[config.mk]
export PLATFORM = sky130hd
export DESIGN_NAME = iq_carrier_mixer
export DESIGN_NICKNAME = d
export VERILOG_FILES = /design/src/rtl/iqmix_pkg.sv /design/src/rtl/iqmix_cfg_reg.sv /design/src/rtl/iqmix_phase.sv /design/src/rtl/iqmix_route.sv /design/src/rtl/iqmix_sat_neg.sv /design/src/rtl/iq_carrier_mixer.sv
export SDC_FILE = /design/constraint.sdc
export NUM_CORES = 1
export LEC_CHECK = 0
export BUFFER_PORTS_ARGS = -buffer_cell sky130_fd_sc_hd__buf_2
export CAP_MARGIN = 0
export CORE_ASPECT_RATIO = 1.25
export CORE_MARGIN = 2
export CORE_UTILIZATION = 35
export CTS_CLUSTER_DIAMETER = 60
export DETAILED_ROUTE_END_ITERATION = 8
export PLACE_DENSITY = 0.65
export SYNTH_ARGS = -nofsm -noshare
export SYNTH_HDL_FRONTEND = slang
export SYNTH_SLANG_ARGS = --single-unit
[constraint.sdc]
create_clock -name clk -period 2.1 [get_ports clk]
set_input_delay 0.21 -clock clk [delete_from_list [all_inputs] [get_ports clk]]
set_output_delay 0.21 -clock clk [all_outputs]
set_load 0.01 [all_outputs]
[src/rtl/iqmix_pkg.sv]
// Shared types for the IQ carrier mixer: rate codes, configuration word
// and the per-sample routing choices the carrier sequence implies.
package iqmix_pkg;

    typedef enum logic [1:0] {
        RATE_OFF   = 2'b00,
        RATE_HALF  = 2'b01,
        RATE_QTR   = 2'b10,
        RATE_QTR_B = 2'b11
    } rate_e;

    typedef struct packed {
        rate_e rate;
        logic  real_mode;
        logic  flip;
    } mix_cfg_t;

    localparam mix_cfg_t CFG_RESET = '{rate: RATE_QTR, real_mode: 1'b1, flip: 1'b0};

    // Output pair selection: PASS (I,Q), NEG (-I,-Q), ZERO (0,0),
    // QNI (Q,-I), NQI (-Q,I).
    typedef enum logic [2:0] {
        RT_PASS = 3'd0,
        RT_NEG  = 3'd1,
        RT_ZERO = 3'd2,
        RT_QNI  = 3'd3,
        RT_NQI  = 3'd4
    } route_e;

    localparam int PHASE_W = 2;

endpackage

[src/rtl/iqmix_cfg_reg.sv]
// Configuration holding register.
// Assumes: writes are single-cycle strobes; restart is combinational so the
// phase counter can clear on the same edge that stores a changed value.
module iqmix_cfg_reg
    import iqmix_pkg::*;
(
    input  logic     clk,
    input  logic     rst_n,
    input  logic     we,
    input  mix_cfg_t wdata,
    output mix_cfg_t cfg_q,
    output logic     restart
);

    // Flag a write that alters the stored configuration.
    always_comb begin
        restart = we && (wdata != cfg_q);
    end

    // Store the configuration; reset loads the defaults.
    always_ff @(posedge clk) begin
        if (!rst_n) begin
            cfg_q <= CFG_RESET;
        end else if (we) begin
            cfg_q <= wdata;
        end
    end

endmodule

[src/rtl/iqmix_phase.sv]
// Carrier phase counter, one step per accepted sample, modulo 4.
// Assumes: restart has priority over advance.
module iqmix_phase
    import iqmix_pkg::*;
(
    input  logic               clk,
    input  logic               rst_n,
    input  logic               restart,
    input  logic               advance,
    output logic [PHASE_W-1:0] phase_q
);

    // Clear on reset or config change, otherwise step on each sample.
    always_ff @(posedge clk) begin
        if (!rst_n || restart) begin
            phase_q <= '0;
        end else if (advance) begin
            phase_q <= phase_q + 1'b1;
        end
    end

endmodule

[src/rtl/iqmix_route.sv]
// Decodes configuration and phase into the routing of the output pair.
// Assumes: complex mode only takes effect at the quarter rate.
module iqmix_route
    import iqmix_pkg::*;
(
    input  mix_cfg_t           cfg,
    input  logic [PHASE_W-1:0] phase,
    output route_e             route
);

    logic quarter;
    logic cplx;

    // Complex rotation applies only when the carrier is at a quarter rate.
    always_comb begin
        quarter = (cfg.rate == RATE_QTR) || (cfg.rate == RATE_QTR_B);
        cplx    = quarter && !cfg.real_mode;
    end

    // Pick the pair operation for the current phase.
    always_comb begin
        route = RT_PASS;
        if (cfg.rate == RATE_OFF) begin
            route = RT_PASS;
        end else if (cfg.rate == RATE_HALF) begin
            route = phase[0] ? RT_NEG : RT_PASS;
        end else if (cplx) begin
            unique case (phase)
                2'd0:    route = RT_PASS;
                2'd1:    route = cfg.flip ? RT_NQI : RT_QNI;
                2'd2:    route = RT_NEG;
                default: route = cfg.flip ? RT_QNI : RT_NQI;
            endcase
        end else begin
            if (phase[0]) route = RT_ZERO;
            else          route = phase[1] ? RT_NEG : RT_PASS;
        end
    end

endmodule

[src/rtl/iqmix_sat_neg.sv]
// Saturating two's complement negation.
// Assumes: signed input of W bits; the most negative code maps to the
// most positive one instead of wrapping.
module iqmix_sat_neg #(
    parameter int W = 14
) (
    input  logic signed [W-1:0] din,
    output logic signed [W-1:0] dout
);

    localparam logic signed [W-1:0] MIN_V = {1'b1, {(W-1){1'b0}}};
    localparam logic signed [W-1:0] MAX_V = {1'b0, {(W-1){1'b1}}};

    // Negate, clamping the single overflowing code.
    always_comb begin
        dout = (din == MIN_V) ? MAX_V : -din;
    end

endmodule

[src/rtl/iq_carrier_mixer.sv]
// Multiplier-free IQ frequency shifter. Applies a +1/0/-1 carrier at the
// half or quarter input rate, in real or complex image-reject form.
// Assumes: one sample pair per in_valid; registered outputs with one clock
// latency; a sample accepted in a write cycle uses the old configuration.
module iq_carrier_mixer
    import iqmix_pkg::*;
#(
    parameter int DW = 14
) (
    input  logic                 clk,
    input  logic                 rst_n,
    input  logic                 cfg_we,
    input  logic [1:0]           cfg_rate_in,
    input  logic                 cfg_real_in,
    input  logic                 cfg_flip_in,
    input  logic                 in_valid,
    input  logic signed [DW-1:0] in_i,
    input  logic signed [DW-1:0] in_q,
    output logic                 out_valid,
    output logic signed [DW-1:0] out_i,
    output logic signed [DW-1:0] out_q
);

    localparam int LANES = 2;

    mix_cfg_t           cfg_wdata;
    mix_cfg_t           cfg_q;
    logic               cfg_restart;
    logic [PHASE_W-1:0] phase_q;
    route_e             route;

    logic signed [DW-1:0] lane_in  [LANES];
    logic signed [DW-1:0] lane_neg [LANES];
    logic signed [DW-1:0] nxt_i;
    logic signed [DW-1:0] nxt_q;

    // Pack the configuration pins into the register word.
    always_comb begin
        cfg_wdata = '{rate: rate_e'(cfg_rate_in), real_mode: cfg_real_in, flip: cfg_flip_in};
    end

    iqmix_cfg_reg u_cfg (
        .clk     (clk),
        .rst_n   (rst_n),
        .we      (cfg_we),
        .wdata   (cfg_wdata),
        .cfg_q   (cfg_q),
        .restart (cfg_restart)
    );

    iqmix_phase u_phase (
        .clk     (clk),
        .rst_n   (rst_n),
        .restart (cfg_restart),
        .advance (in_valid),
        .phase_q (phase_q)
    );

    iqmix_route u_route (
        .cfg   (cfg_q),
        .phase (phase_q),
        .route (route)
    );

    // Present both channels to the lane negators.
    always_comb begin
        lane_in[0] = in_i;
        lane_in[1] = in_q;
    end

    for (genvar k = 0; k < LANES; k++) begin : g_lane
        iqmix_sat_neg #(.W(DW)) u_neg (
            .din  (lane_in[k]),
            .dout (lane_neg[k])
        );
    end

    // Form the next output pair from the selected route.
    always_comb begin
        unique case (route)
            RT_NEG:  begin nxt_i = lane_neg[0]; nxt_q = lane_neg[1]; end
            RT_ZERO: begin nxt_i = '0;          nxt_q = '0;          end
            RT_QNI:  begin nxt_i = in_q;        nxt_q = lane_neg[0]; end
            RT_NQI:  begin nxt_i = lane_neg[1]; nxt_q = in_i;        end
            default: begin nxt_i = in_i;        nxt_q = in_q;        end
        endcase
    end

    // Register outputs; data holds while no sample is accepted.
    always_ff @(posedge clk) begin
        if (!rst_n) begin
            out_valid <= 1'b0;
            out_i     <= '0;
            out_q     <= '0;
        end else begin
            out_valid <= in_valid;
            if (in_valid) begin
                out_i <= nxt_i;
                out_q <= nxt_q;
            end
        end
    end

endmodule

==> metrics.md <==
| Metric | Value |
|---|---|
| Largest net degree at the start of global routing | 18 |
| Fin. Hold Viols | 0 |
| Worst r2r src | u_phase.phase_q[1] |
| WP data required | 2.29 ns |
| Ys Warns | 0 |
| DR WL/cell | 19.3 µm |
| First-pass DRT Iterations | 5 |
| FF+latch count, synth | 35 |
| Total power | 2.09 mW |
| Failing checks | negative setup slack |
| Post-Syn Area | 0.00296 mm² |
| TritonCTS clock tree | yes |
| Reg power frac | 36.3% |
| Top_reg_cell synth | dfxtp_1 |
| HP Class | input pin to flip-flop |
| Bufs and invs on worst path | 2 |
| Max Slew Vio Count | 0 |
| Post-synthesis sequential area ratio | 23.7% |
| Flop-to-flop setup slack | -0.07 ns |
| CP Depth | 8 |
| Cells after Synth | 401 |
| Netlist cell types | 69 |
| Crit path time final | 2.17 ns |
| Setup TNS | -0.244 ns |
| Core area | 0.00824 mm² |
| CP cell instances | inv_2 -> ha_2 -> nor3b_4 -> a211o_4 -> or3_4 -> buf_8 -> o221a_1 -> a32o_1 |
| Max transition margin | 51.7% |
| CP max stage cell | a211o_4 |
| Total grt overflow | 0 |
| DRT antenna net count | 0 |
| First-pass GRT wire length | 19.0 mm |
| Max Root-Sink Buffers | 2 |
| Inst Count DP | 609 |
| Mapped Nets | 442 |
| Finished Layout Cells | 631 |
| Post-CTS Hold Buffers | 0 |
| Place WS | -0.144 ns |
| GP Congestion | 1.01 |
| Crit Path Max Fanout | 6 |
| Residual DRC | 0 |
| Sw frac | 35.8% |
| Worst hold slack | 0.122 ns |
| CP startpoint kind | flip-flop |
| Logic pwr share | 39.6% |
| Worst R2R Path Depth | 8 |
| Die Area | 0.00922 mm² |
| Drt initial violations | 240 |
| Layout cells sized above 1 | 43.1% |
| I/O Pins | 65 |
| Syn-to-layout area delta | 49.6% |
| Starting Density | 35.9% |
| Vias in the first global route | 3864 |
| Antenna violations before repair | 0 |
| Syn Area/Cell | 7.39 µm² |
| Drt total wl | 12.2 mm |
| Nets | 574 |
| Via count | 3884 |
| Clk Latency, worst-skew pair | 0.30 ns |
| Worst setup margin | -0.0670 ns |
| Slew @ Worst Pin | 0.724 ns |
| Site Rows | 37 |
| Crit-path max cell delay | 0.38 ns |
| Crit path DAT | 2.36 ns |
| Clock root buffer | clkbuf_8 |
| Setup crit end kind | flip-flop |
| Pleak | 1.85 nW |
| RSZ-0062 raised after global routing | true |
| Async set-reset flop share out of synthesis | 0% |
| WS Path Type | flip-flop to flip-flop |
| Final core occ | 53.8% |
| Die Y | 107 µm |
| Peak supply drop | 227 µV |
| Fmax | 461 MHz |
| Area post-placement | 0.00393 mm² |
| Status | complete, but fails checks |
| Final period util | 103% |
| Clk sinks | 35 |
| Port bufs | 64 |
| Worst-path clk slew | 0.07 ns |
| H-tree depth | 2 |
| Via density | 6.16 |
| Post-DP HPWL | 8.97 mm |
| Crit path launch | u_phase.phase_q[1] |
| Cell internal pwr | 1.34 mW |
| Sw power | 749 µW |
| Clock Power Share | 24.2% |
| Pwr per Cell Area | 471 mW/mm² |
| CTS buffer count | 5 |
| Gr usage total | 26.2% |
| R2R Path End | out_q[12] |
| Final Setup Violations | 11 |
| ANT cells | 0 |
| Die width | 86.3 µm |
| Post-synth EDFFs | 0 |
| MaxCap Viol Count | 0 |
| Worst setup endpoint | out_q[12] |
| Post-route clock skew | 0.00954 ns |
| Finished Cell Area | 0.00443 mm² |
| CP delay by family, top | compound AO/OA/AOI/OAI gates |
[synthesized netlist by cell type (3+ instances only)]
master | instances | area share, %
inv_1 | 14 | 1.8
o21ai_1 | 17 | 2.9
nor2b_1 | 3 | 0.63
o22a_1 | 7 | 2.1
nand3_1 | 7 | 1.2
xnor2_1 | 4 | 1.2
mux2i_1 | 9 | 3.0
clkbuf_1 | 26 | 3.3
nor2_1 | 30 | 3.8
a22oi_1 | 3 | 0.76
nor3_1 | 5 | 0.84
a21o_1 | 5 | 1.3
nand2_1 | 39 | 4.9
xor2_1 | 6 | 1.8
o31ai_1 | 7 | 1.8
nor3_2 | 3 | 1.0
dfxtp_1 | 35 | 24
a32o_1 | 7 | 2.4
o221ai_1 | 16 | 4.7
a211oi_1 | 3 | 0.76
o21ai_0 | 17 | 2.9
o21a_1 | 4 | 1.0
ha_1 | 5 | 2.1
or3_1 | 11 | 2.3
mux2_2 | 3 | 1.1
buf_2 | 9 | 1.5
o211ai_1 | 3 | 0.76
a21oi_1 | 39 | 6.6
or4_1 | 5 | 1.3
nor4_1 | 8 | 1.7
[per-layer routing]
layer  GRT usage (%)  part of all wire [%]  vias up
li1                -                     -     1775
met1            31.0                    39     1845
met2            45.1                    49      212
met3            3.39                   6.6       52
met4            14.8                   5.6        0
met5               0                     0        -
[sequential cells by signal, summed over array words and instances (netlist names)]
register and flops:
u_phase.phase_q 2, u_cfg.cfg_q 4, out_q 14, out_valid 1, out_i 14
[power groups by stage]
| stage | combinational (mW) | clock, mW | sequential (mW) |
|---|---|---|---|
| finish | 0.826 | 0.505 | 0.758 |
| global route | 0.882 | 0.553 | 0.765 |
| CTS | 0.765 | 0.526 | 0.758 |
| detailed placement | 0.697 | 0 | 0.774 |
| global placement | 0.690 | 0 | 0.772 |
| floorplan | 0.355 | 0 | 0.791 |
[placed cells by master, fill, tap and decap left out, types with 3 or more instances in the layout]
master	netlist	layout
o21ai_2	0	4
or4_1	5	5
nor2_1	30	29
a211oi_1	3	3
clkbuf_8	0	5
a21o_1	5	5
o221ai_1	16	5
nand2_1	39	39
o21a_1	4	4
buf_4	0	83
buf_6	1	11
mux2_2	3	3
nand3_1	7	6
buf_2	9	64
inv_1	14	13
xnor2_1	4	4
o211ai_1	3	3
mux2i_1	9	9
o21ai_0	17	16
o22a_1	7	7
a21oi_1	39	32
a22oi_1	3	3
o221ai_2	0	11
nor3_2	3	6
nor4_1	8	8
o21ai_1	17	14
dfxtp_1	35	33
a32o_1	7	7
or3_1	11	10
nor2b_1	3	3
o31ai_1	7	7
xor2_1	6	6
a21oi_2	0	5
[worst min-delay path by stage]
stage / startpoint / endpoint / slack [ns] / depth (start not counted)
detailed placement: rst_n / u_cfg.cfg_q[3] / 0.42 / 2
finish: rst_n / u_cfg.cfg_q[3] / 0.12 / 2
floorplan: rst_n / u_cfg.cfg_q[3] / 0.27 / 1
global route: rst_n / u_cfg.cfg_q[3] / 0.14 / 2
global placement: rst_n / u_cfg.cfg_q[3] / 0.42 / 2
CTS: rst_n / u_cfg.cfg_q[3] / 0.11 / 2
[logic make-up after synthesis]
kind of cell | share of synthesized area, %
buffers and inverters | 7.22
adder cells (fa/ha/maj) | 2.11
multiplexers | 4.18
XOR/XNOR | 3.51
AO/OA/AOI/OAI | 34.1
flip-flops | 23.7
AND/OR/NAND/NOR | 25.2
[worst reg2reg max path: cells and delay by family (launching register included)]
family | cells | cell delay [ns]
flops | 1 | 0.37
compound gates | 3 | 0.84
fa+ha+maj | 1 | 0.16
simple gates | 2 | 0.50
buf+inv | 2 | 0.18
[cell type report]
| type | count | area, µm² |
|---|---|---|
| fillers | 786 | 3810 |
| multi-input cells | 314 | 2290 |
| repair buffers | 163 | 1180 |
| flip-flops and latches | 35 | 708 |
| well taps | 97 | 121 |
| clock buffers | 7 | 76.3 |
| inverters | 14 | 52.6 |
| clock inverters | 1 | 5.00 |
[repair_timing]
item                       in CTS  in global routing
pin swaps                      14                 15
hold endpoints to repair        0                  0
setup endpoints to repair      20                 28
gates resized for setup        37                 23
buffers inserted                6                  5
cloned                          3                  0
Note: power is estimated with default switching activity, not from simulation.
